## src/rtl/fc_pkg.sv

```systemverilog
package fc_pkg;

  // Width of the ADC code: one sign bit plus magnitude bits.
  localparam int ADC_W = 10;

  typedef enum logic [1:0] {
    ST_IDLE  = 2'd0,
    ST_ALIGN = 2'd1,
    ST_CAPT  = 2'd2,
    ST_DONE  = 2'd3
  } seq_state_e;

  // Sign-magnitude ADC code to two's complement of the same width.
  function automatic logic [ADC_W-1:0] sm_to_tc(input logic [ADC_W-1:0] code);
    logic [ADC_W-1:0] mag;
    mag = {1'b0, code[ADC_W-2:0]};
    if (code[ADC_W-1]) return (~mag) + 1'b1;
    return mag;
  endfunction

  // Position of a slot inside its own section (header or channel).
  function automatic int slot_index(input int slot, input int hdr_slots);
    return (slot < hdr_slots) ? slot : slot - hdr_slots;
  endfunction

  function automatic logic slot_is_hdr(input int slot, input int hdr_slots);
    return slot < hdr_slots;
  endfunction

endpackage

```

## src/rtl/fc_rise_det.sv

```systemverilog
module fc_rise_det (
  input  logic clk,
  input  logic rst_n,
  input  logic dv,
  output logic rise
);
  logic dv_q;

  always_ff @(posedge clk or negedge rst_n) begin
    if (!rst_n) dv_q <= 1'b0;
    else        dv_q <= dv;
  end

  assign rise = dv && !dv_q;
endmodule

```

## src/rtl/fc_sequencer.sv

```systemverilog
module fc_sequencer
  import fc_pkg::*;
#(
  parameter int HDR_SLOTS  = 16,
  parameter int CHAN_SLOTS = 128,
  parameter int OFF_W      = 3,
  localparam int TOTAL     = HDR_SLOTS + CHAN_SLOTS,
  localparam int SLOT_W    = $clog2(TOTAL)
) (
  input  logic              clk,
  input  logic              rst_n,
  input  logic              dv,
  input  logic              rise,
  input  logic [OFF_W-1:0]  cfg_off,
  output logic              take,
  output logic              abort,
  output logic [SLOT_W-1:0] slot
);
  localparam logic [SLOT_W-1:0] LAST_SLOT = SLOT_W'(TOTAL - 1);

  seq_state_e        state_q;
  logic [OFF_W-1:0]  rem_q;
  logic [SLOT_W-1:0] slot_q;

  always_comb begin
    take  = 1'b0;
    abort = 1'b0;
    slot  = slot_q;
    case (state_q)
      ST_IDLE: begin
        if (rise && cfg_off == '0) begin
          take = 1'b1;
          slot = '0;
        end
      end
      ST_ALIGN: begin
        if (!dv) abort = 1'b1;
        else if (rem_q == OFF_W'(1)) begin
          take = 1'b1;
          slot = '0;
        end
      end
      ST_CAPT: begin
        if (!dv) abort = 1'b1;
        else     take  = 1'b1;
      end
      default: ;
    endcase
  end

  always_ff @(posedge clk or negedge rst_n) begin
    if (!rst_n) begin
      state_q <= ST_IDLE;
      rem_q   <= '0;
      slot_q  <= '0;
    end else begin
      case (state_q)
        ST_IDLE: begin
          if (rise) begin
            if (cfg_off == '0) begin
              state_q <= ST_CAPT;
              slot_q  <= SLOT_W'(1);
            end else begin
              state_q <= ST_ALIGN;
              rem_q   <= cfg_off;
            end
          end
        end
        ST_ALIGN: begin
          if (!dv) state_q <= ST_IDLE;
          else if (rem_q == OFF_W'(1)) begin
            state_q <= ST_CAPT;
            slot_q  <= SLOT_W'(1);
          end else begin
            rem_q <= rem_q - 1'b1;
          end
        end
        ST_CAPT: begin
          if (!dv)                      state_q <= ST_IDLE;
          else if (slot_q == LAST_SLOT) state_q <= ST_DONE;
          else                          slot_q  <= slot_q + 1'b1;
        end
        default: begin
          if (!dv) state_q <= ST_IDLE;
        end
      endcase
    end
  end

  // a truncation always returns the sequencer to idle
  a_r6_abort_to_idle: assert property (@(posedge clk) disable iff (!rst_n)
    abort |=> state_q == ST_IDLE);

  // alignment phase only entered from a strobe rising edge
  a_r2_align_from_rise: assert property (@(posedge clk) disable iff (!rst_n)
    $rose(state_q == ST_ALIGN) |-> $past(rise));

  // a completed frame is left only through a low strobe
  a_r8_done_exit: assert property (@(posedge clk) disable iff (!rst_n)
    (state_q == ST_DONE && dv) |=> state_q == ST_DONE);
endmodule

```

## src/rtl/fc_beat_fmt.sv

```systemverilog
module fc_beat_fmt
  import fc_pkg::*;
#(
  parameter int HDR_SLOTS  = 16,
  parameter int CHAN_SLOTS = 128,
  parameter int IDX_W      = 8,
  localparam int TOTAL     = HDR_SLOTS + CHAN_SLOTS,
  localparam int SLOT_W    = $clog2(TOTAL)
) (
  input  logic              clk,
  input  logic              rst_n,
  input  logic              take,
  input  logic              abort,
  input  logic [SLOT_W-1:0] slot,
  input  logic [ADC_W-1:0]  code,
  output logic              valid_o,
  output logic [ADC_W-1:0]  sample_o,
  output logic              is_hdr_o,
  output logic [IDX_W-1:0]  index_o,
  output logic              last_o,
  output logic              abort_o,
  output logic              err_o,
  output logic              frame_end
);
  localparam logic [SLOT_W-1:0] LAST_SLOT = SLOT_W'(TOTAL - 1);

  assign frame_end = take && (slot == LAST_SLOT);

  always_ff @(posedge clk or negedge rst_n) begin
    if (!rst_n) begin
      valid_o  <= 1'b0;
      sample_o <= '0;
      is_hdr_o <= 1'b0;
      index_o  <= '0;
      last_o   <= 1'b0;
      abort_o  <= 1'b0;
      err_o    <= 1'b0;
    end else begin
      valid_o  <= take || abort;
      sample_o <= take ? sm_to_tc(code) : '0;
      is_hdr_o <= take && slot_is_hdr(int'(slot), HDR_SLOTS);
      index_o  <= take ? IDX_W'(slot_index(int'(slot), HDR_SLOTS)) : '0;
      last_o   <= frame_end || abort;
      abort_o  <= abort;
      err_o    <= abort;
    end
  end

  // a normal last beat is the final channel
  a_r4_last_is_final_chan: assert property (@(posedge clk) disable iff (!rst_n)
    (last_o && !abort_o) |-> (valid_o && !is_hdr_o && index_o == IDX_W'(CHAN_SLOTS - 1)));

  // abort beats are valid and close the frame
  a_r6_abort_beat: assert property (@(posedge clk) disable iff (!rst_n)
    abort_o |-> (valid_o && last_o && err_o && sample_o == '0));

  // sign-magnitude input can never yield the most negative code
  a_r5_no_min_code: assert property (@(posedge clk) disable iff (!rst_n)
    valid_o |-> sample_o != {1'b1, {(ADC_W-1){1'b0}}});

  // every beat but header slot 0 follows a data beat with no gap
  a_r3_no_gap: assert property (@(posedge clk) disable iff (!rst_n)
    (valid_o && !abort_o && !(is_hdr_o && index_o == '0)) |-> ($past(valid_o) && !$past(abort_o)));
endmodule

```

## src/rtl/fc_frame_ctr.sv

```systemverilog
module fc_frame_ctr #(
  parameter int CNT_W = 16
) (
  input  logic             clk,
  input  logic             rst_n,
  input  logic             inc,
  output logic [CNT_W-1:0] count
);
  always_ff @(posedge clk or negedge rst_n) begin
    if (!rst_n)   count <= '0;
    else if (inc) count <= count + 1'b1;
  end
endmodule

```

## src/rtl/fc_frame_capture.sv

```systemverilog
module fc_frame_capture
  import fc_pkg::*;
#(
  parameter int HDR_SLOTS  = 16,
  parameter int CHAN_SLOTS = 128,
  parameter int OFF_W      = 3,
  parameter int IDX_W      = 8,
  parameter int CNT_W      = 16,
  localparam int SLOT_W    = $clog2(HDR_SLOTS + CHAN_SLOTS)
) (
  input  logic             clk,
  input  logic             rst_n,
  input  logic             adc_dv,
  input  logic [ADC_W-1:0] adc_code,
  input  logic [OFF_W-1:0] cfg_align,
  output logic             beat_valid,
  output logic [ADC_W-1:0] beat_sample,
  output logic             beat_is_hdr,
  output logic [IDX_W-1:0] beat_index,
  output logic             beat_last,
  output logic             beat_abort,
  output logic             trunc_err,
  output logic [CNT_W-1:0] frames_done
);
  logic              dv_rise;
  logic              slot_take;
  logic              slot_abort;
  logic [SLOT_W-1:0] slot_num;
  logic              frame_end;

  fc_rise_det u_rise (
    .clk  (clk),
    .rst_n(rst_n),
    .dv   (adc_dv),
    .rise (dv_rise)
  );

  fc_sequencer #(
    .HDR_SLOTS (HDR_SLOTS),
    .CHAN_SLOTS(CHAN_SLOTS),
    .OFF_W     (OFF_W)
  ) u_seq (
    .clk    (clk),
    .rst_n  (rst_n),
    .dv     (adc_dv),
    .rise   (dv_rise),
    .cfg_off(cfg_align),
    .take   (slot_take),
    .abort  (slot_abort),
    .slot   (slot_num)
  );

  fc_beat_fmt #(
    .HDR_SLOTS (HDR_SLOTS),
    .CHAN_SLOTS(CHAN_SLOTS),
    .IDX_W     (IDX_W)
  ) u_fmt (
    .clk      (clk),
    .rst_n    (rst_n),
    .take     (slot_take),
    .abort    (slot_abort),
    .slot     (slot_num),
    .code     (adc_code),
    .valid_o  (beat_valid),
    .sample_o (beat_sample),
    .is_hdr_o (beat_is_hdr),
    .index_o  (beat_index),
    .last_o   (beat_last),
    .abort_o  (beat_abort),
    .err_o    (trunc_err),
    .frame_end(frame_end)
  );

  fc_frame_ctr #(.CNT_W(CNT_W)) u_ctr (
    .clk  (clk),
    .rst_n(rst_n),
    .inc  (frame_end),
    .count(frames_done)
  );

  // counter steps exactly with a completed last beat
  a_r7_count_step: assert property (@(posedge clk) disable iff (!rst_n)
    (beat_valid && beat_last && !beat_abort) |-> frames_done == $past(frames_done) + 1'b1);

  a_r7_count_hold: assert property (@(posedge clk) disable iff (!rst_n)
    !(beat_valid && beat_last && !beat_abort) |-> $stable(frames_done));
endmodule

```

## config.mk

```make
export PLATFORM = sky130hd
export DESIGN_NAME = fc_frame_capture
export DESIGN_NICKNAME = d
export VERILOG_FILES = /design/src/rtl/fc_pkg.sv /design/src/rtl/fc_rise_det.sv /design/src/rtl/fc_sequencer.sv /design/src/rtl/fc_beat_fmt.sv /design/src/rtl/fc_frame_ctr.sv /design/src/rtl/fc_frame_capture.sv
export SDC_FILE = /design/constraint.sdc
export NUM_CORES = 1
export LEC_CHECK = 0
export BUFFER_PORTS_ARGS = -buffer_cell sky130_fd_sc_hd__buf_2
export CORE_UTILIZATION = 40
export CTS_CLUSTER_SIZE = 25
export DETAILED_ROUTE_END_ITERATION = 12
export GPL_ROUTABILITY_DRIVEN = 0
export SETUP_SLACK_MARGIN = 0.5
export SLEW_MARGIN = 5
export SYNTH_ARGS = -nofsm -noshare
export SYNTH_HDL_FRONTEND = slang
export SYNTH_SLANG_ARGS = --single-unit
```

## constraint.sdc

```tcl
create_clock -name clk -period 2.9 [get_ports clk]
set_input_delay 0 -clock clk [delete_from_list [all_inputs] [get_ports clk]]
set_output_delay 0 -clock clk [all_outputs]
set_load 0.01 [all_outputs]
```

==> results of run 1 <==
power groups by stage:
stage | registers (mW) | clock network (mW) | logic, mW
2_1_floorplan | 0.901 | 0 | 0.501
5_1_grt | 0.889 | 0.483 | 0.941
6_report | 0.876 | 0.435 | 0.855
3_5_place_dp | 0.890 | 0 | 0.730
3_3_place_gp | 0.884 | 0 | 0.720
4_1_cts | 0.877 | 0.454 | 0.822
per-layer routing:
metal,global-route usage,part of all wire,up-vias
met4,0.05085,0.013,0
met2,0.2853,0.50,45
li1,-,-,1071
met1,0.2168,0.45,1041
met5,0,0,-
met3,0.03165,0.035,7
how the worst min path moves through the flow:
stage,end,cells after the start,slack (ps),startpoint
after floorplan,u_ctr.count[0],0,-300,rst_n
after detailed placement,u_fmt.index_o[2],1,110,rst_n
after CTS,u_seq.rem_q[0],3,10,cfg_align[0]
after global routing,u_seq.rem_q[0],3,20,cfg_align[0]
final,u_seq.rem_q[0],3,20,cfg_align[0]
after global placement,u_fmt.index_o[3],1,90,rst_n
area by class of cell:
type | count | area (sq um) | area share
well taps | 77 | 96.34 | 0.02818
inverters | 10 | 37.54 | 0.01098
repair buffers | 78 | 484.2 | 0.1417
multi-input cells | 192 | 1403 | 0.4103
clock buffers | 6 | 82.58 | 0.02416
flip-flops and latches | 52 | 1301 | 0.3807
clock inverters | 2 | 13.76 | 0.004026
state kept, by name (all words and copies together), names as in the netlist:
register and flops:
u_rise.dv_q 1, u_seq.slot_q 8, u_fmt.last_o 1, u_fmt.valid_o 1, u_seq.state_q 2, u_fmt.sample_o 10
u_ctr.count 16, u_seq.rem_q 3, u_fmt.abort_o 1, u_fmt.is_hdr_o 1, u_fmt.index_o 8
cell families after synthesis:
| family | synth area share |
|---|---|
| mux | 0.02012 |
| fa+ha+maj | 0.05147 |
| compound gates | 0.1048 |
| simple gates | 0.2223 |
| buf+inv | 0.02621 |
| xor+xnor | 0.08844 |
| flops | 0.4867 |
worst min-delay path, delay by kind of cell:
kind | cells | cell delay (ps)
AO/OA/AOI/OAI | 1 | 90
buffers and inverters | 1 | 120
AND/OR/NAND/NOR | 1 | 70
stage by stage:
step / worst slack [ps] / hold slack (ps)
2_1_floorplan: 527.0 / -295.6
3_3_place_gp: 359.7 / 91.95
3_5_place_dp: 261.2 / 109.1
4_1_cts: 513.3 / 14.57
5_1_grt: 420.7 / 23.98
6_report: 498.5 / 16.43
cell usage in the layout (no fill, tap or decap), types with 8 or more instances in the layout:
| master | n |
|---|---|
| nand4_1 | 8 |
| ha_1 | 9 |
| buf_2 | 54 |
| buf_4 | 11 |
| nand3_1 | 11 |
| dlygate4sd3_1 | 12 |
| nand2_1 | 18 |
| dfrtp_1 | 52 |
| nor2_1 | 28 |
| xnor2_1 | 20 |
| o21ai_0 | 8 |
repair_timing:
item,in CTS,in global routing
hold buffers,12,0
setup buffers,3,4
pin swaps,4,7
resized for setup,8,11
setup endpoints to repair,14,17
endpoints found under the hold margin,42,0
gates cloned,0,1
==> impl_metrics.tcl, run 1 <==
set metrics [dict create \
    num_io_pins 55 \
    diodes 0 \
    p_switching_mw 0.7914 \
    dr.pass1.iters 5 \
    critPathKind "register to register" \
    grt_pass1_wl_microns 9446 \
    worst_pin_slew_ps 725.7 \
    regToRegSetupSlack_ps 500 \
    clockBufferDepth 2 \
    crit_end "u_ctr.count[1]" \
    grtUsageTotal 0.1678 \
    end_kind "register" \
    setup_viol 0 \
    cp_top_family "simple AND/OR/NAND/NOR gates" \
    ys_types 50 \
    combPwrFrac 0.395 \
    drc 0 \
    min_path_type "input pin to register" \
    grt_pass1_vias 1995 \
    maxCapViolations 0 \
    worstSetupStartpoint "u_seq.state_q[1]" \
    yosysSeqAreaShare 0.4867 \
    startpoint_type "register" \
    p_total_mw 2.165 \
    rsz0062_at_grt "true" \
    fin_skew_ps 8.929 \
    swShare 0.3655 \
    clockRootBuffer "clkbuf_8" \
    synth.avg_cell_area_sq_um 10.24 \
    dieArea_sq_um 7016 \
    vias_per_cell 5.189 \
    synth-edff-count 0 \
    post_drt_wl_per_cell_microns 13.73 \
    place_hpwl_microns 3992 \
    cp_max_fo 7 \
    synthCells 261 \
    grt-ovfl-total 0 \
    dieWidth_microns 83.76 \
    worstReg2RegStart "u_seq.state_q[1]" \
    ant_nets 0 \
    worst_path_max_delay_cell "or4b_4" \
    max_freq_mhz 416.4 \
    crit_chain "inv_2, ha_4, or4b_4, o211a_4, nor4_4, buf_6, mux2_4" \
    antenna_found_initial 0 \
    powerDensity_nw_per_um2 633.5 \
    r2r-end "u_ctr.count[1]" \
    ys_ff_latch 52 \
    final_max_slew_viol_count 0 \
    stdcell_count 417 \
    status "finished, final reports clean" \
    synth.area.top_cells "dfrtp_1 (49%), xnor2_1 (6.9%), ha_1 (5.1%)" \
    synthArstFlopShare 1.000 \
    path_depth 7 \
    synth_area_leader_cell "dfrtp_1" \
    p_leak_nw 1.629 \
    start_util 0.4187 \
    core.rowCount 29 \
    internal_power_mw 1.374 \
    yosysMostFrequentCell "dfrtp_1" \
    fin_setup_tns_ps 0 \
    drive_gt1_frac 0.3000 \
    syn_area_sq_um 2674 \
    fill_cells 599 \
    finalHoldViolations 0 \
    htreeDepth 2 \
    arrival_ps 2600 \
    drt_iter0_drc 72 \
    port_buffers 54 \
    cpPeakStageDelay_ps 520 \
    placed_area_sq_um 3055 \
    core_sq_um 6386 \
    cts_inserted_buffers 5 \
    layout_worst_path_cycle_share 0.8281 \
    fin_crit_ps 2402 \
    yosysWarningCount 0 \
    clk_pin_slew_ps 90 \
    pwr-share-clk 0.201 \
    synth_flop_cell "dfrtp_1" \
    dp_cells 389 \
    layout.nets 366 \
    post-route-util 0.5353 \
    cts_tree "yes" \
    clock_latency_ps 310 \
    drt-total-wl_microns 5727 \
    maxSlewHeadroom 0.5162 \
    fin_area_sq_um 3418 \
    rr_worst_depth 7 \
    synth_top_area_frac 0.4867 \
    die_h_microns 83.76 \
    cp.required_ps 3100 \
    syn2layout_area_growth_pct 27.84 \
    cts.sinks 52 \
    ys_top_cells_by_count "dfrtp_1 (52), nor2_1 (28), nand2_1 (21), xnor2_1 (21), nand3_1 (13)" \
    vdd_drop_max_mv 0.4140 \
    power_frac_seq 0.404 \
    vias 2164 \
    grt_max_degree 33 \
    syn-num-nets 288 \
    critPathBufInv 2 \
]
Note: power is estimated with default switching activity, not from simulation.
==> run 2, diff against run 1 <==
ABC_AREA = 1   (was default)
clock period = 2.5 ns   (was 2.9 ns; I/O delays follow)
==> impl_metrics.tcl, run 2 <==
set metrics [dict create \
    combPwrFrac 0.370 \
    placed_area_sq_um 3438 \
    grt-ovfl-total 0 \
    critPathKind "register to register" \
    syn-num-nets 411 \
    clockRootBuffer "clkbuf_8" \
    worst_path_max_delay_cell "dfrtp_2" \
    grt_pass1_vias 2572 \
    yosysSeqAreaShare 0.4333 \
    synthCells 384 \
    ys_ff_latch 52 \
    drt-total-wl_microns 7589 \
    ys_types 34 \
    die_h_microns 88.65 \
    htreeDepth 2 \
    synth_top_family_by_area "simple AND/OR/NAND/NOR gates" \
    status "finished, final reports clean" \
    core.rowCount 31 \
    max_freq_mhz 440.9 \
    synth_compound_area_frac 0.06875 \
    ys_top_cells_by_count "nand2_1 (105), dfrtp_1 (52), inv_1 (42)" \
    cts.sinks 52 \
    antenna_found_initial 0 \
    maxCapViolations 0 \
    fin_area_sq_um 4004 \
    dieWidth_microns 88.65 \
    arrival_ps 2520 \
    largest_reg_flops 16 \
    synth_top_area_frac 0.4333 \
    maxSlewHeadroom 0.5670 \
    p_switching_mw 1.004 \
    grt_max_degree 29 \
    min_path_type "input pin to register" \
    critPathBufInv 4 \
    synth.avg_cell_area_sq_um 7.820 \
    synthXorXnorAreaFrac 0.03500 \
    grtUsageTotal 0.1956 \
    core_sq_um 7253 \
    post_drt_wl_per_cell_microns 13.27 \
    synthArstFlopShare 1.000 \
    pwr-share-clk 0.278 \
    drt_iter0_drc 124 \
    dp_cells 534 \
    synth_flop_cell "dfrtp_1" \
    final_cell_mix "nand2_1 (96), buf_2 (54), dfrtp_1 (51)" \
    setup_viol 0 \
    dieArea_sq_um 7858 \
    synth.mux.area_fraction 0 \
    layout_worst_path_cycle_share 0.9073 \
    start_util 0.4140 \
    synth_fa_ha_area_frac 0.04583 \
    powerDensity_nw_per_um2 714.7 \
    synth.area.top_cells "dfrtp_1 (43%), nand2_1 (13%), inv_1 (5.2%)" \
    clk_pin_slew_ps 100 \
    vdd_drop_max_mv 0.5450 \
    yosysMostFrequentCell "nand2_1" \
    diodes 0 \
    place_hpwl_microns 4952 \
    stdcell_count 572 \
    synth_area_leader_cell "dfrtp_1" \
    p_leak_nw 1.973 \
    fin_crit_ps 2268 \
    fin_setup_tns_ps 0 \
    vias 2840 \
    drc 0 \
    internal_power_mw 1.857 \
    final_max_slew_viol_count 0 \
    startpoint_type "register" \
    end_kind "register" \
    finalHoldViolations 0 \
    swShare 0.3509 \
    cts_inserted_buffers 5 \
    cts_tree "yes" \
    yosys.area_share.simple 0.3438 \
    worst_pin_slew_ps 649.6 \
    regToRegSetupSlack_ps 230 \
    ant_nets 0 \
    crit_chain "inv_2, ha_4, nand2_4, nand2_4, nand2_4, nor2_4, nor2_4, inv_2, ha_4, inv_4, nor3_4, nand4_1, buf_6, nor2_4, nand3_2, nand2_1" \
    mostFrequentLayoutCell "nand2_1" \
    yosysWarningCount 0 \
    vias_per_cell 4.965 \
    syn_area_sq_um 3003 \
    cp_top_family "simple AND/OR/NAND/NOR gates" \
    syn2layout_area_growth_pct 33.33 \
    clockBufferDepth 2 \
    synth-edff-count 0 \
    rsz0062_at_grt "true" \
    power_frac_seq 0.352 \
    top_regs "u_ctr.count x16, u_fmt.sample_o x10" \
    port_buffers 54 \
    cp.required_ps 2750 \
    clock_latency_ps 310 \
    grt_pass1_wl_microns 11810 \
    dr.pass1.iters 4 \
    regMostFlops "u_ctr.count" \
    fin_skew_ps 8.678 \
    cpPeakStageDelay_ps 450 \
    post-route-util 0.5520 \
    num_io_pins 55 \
    layout.nets 499 \
    cp_max_fo 6 \
    drive_gt1_frac 0.2960 \
]
[run 2: changes by cell type after synthesis, sizes merged, moves of 7 or more]
cell,change
nand2,+90
inv,+35
nand3,+20
nor2,+18
xnor2,-16
o21ai,+14
nor4,-8
nor3,+7
[run 2: power groups by stage]
stage	clock network, mW	logic (mW)	registers, mW
detailed placement	0	0.865	1.02
floorplan	0	0.663	1.03
CTS	0.815	0.965	1.01
global route	0.849	1.17	1.02
finish	0.795	1.06	1.01
global placement	0	0.854	1.02
[run 2: metrics by stage]
stage | hold WS, ps | worst slack, ps | total power [mW]
6_report | 18.69 | 231.8 | 2.862
5_1_grt | 31.12 | 125.8 | 3.038
4_1_cts | 20.82 | 319.1 | 2.786
3_5_place_dp | 58.84 | 196.5 | 1.889
3_3_place_gp | 49.10 | 250.7 | 1.877
2_1_floorplan | -295.6 | 452.9 | 1.691
[run 2: per-layer routing]
metal  track usage  wire [microns]
met5             0               0
met4       0.05132             133
met3       0.03358             333
met2        0.3301            3692
met1        0.2593            3430
[run 2: worst paths after layout]
kind,from,end,cells past startpoint
min in group asynchronous,rst_n,u_fmt.sample_o[0],2
worst max-delay path,u_seq.state_q[0],u_ctr.count[11],16
worst max register to register,u_seq.state_q[0],u_ctr.count[11],16
max in group asynchronous,rst_n,u_ctr.count[4],3
worst min-delay path,adc_code[9],u_fmt.sample_o[2],3
worst min register to register,u_ctr.count[15],u_ctr.count[15],2
[run 2: timing repair]
item	in CTS	in global routing
endpoints found under the hold margin	37	0
buffers inserted	11	6
pin swaps	18	23
gates resized for setup	15	20
gates cloned	1	1
setup endpoints to repair	18	22
hold buffers	11	0
[run 2: layout make-up]
cell class                      count  area [sq um]
Clock buffer                        5         68.82
Timing Repair Buffer               86         549.3
Inverter                           47         181.4
Sequential cell                    52          1303
Clock inverter                      3         90.09
Fill cell                         686          3249
Multi-Input combinational cell    280          1688
Tap cell                           99         123.9
[run 2: worst register-to-register path, cell delays in order (launching register included)]
cell	delay [ps]
dfrtp_2	450
inv_2	90
ha_4	210
nand2_4	70
nand2_4	80
nand2_4	60
nor2_4	120
nor2_4	50
inv_2	70
ha_4	140
inv_4	40
nor3_4	130
nand4_1	150
buf_6	170
nor2_4	220
nand3_2	100
nand2_1	80
[run 2: cell families (layout without fill, tap and decap cells)]
group / count (synthesis) / after routing
buffers and inverters: 54 / 141
flip-flops: 52 / 52
AND/OR/NAND/NOR: 220 / 222
XOR/XNOR: 12 / 12
adder cells (fa/ha/maj): 11 / 11
AO/OA/AOI/OAI: 35 / 35
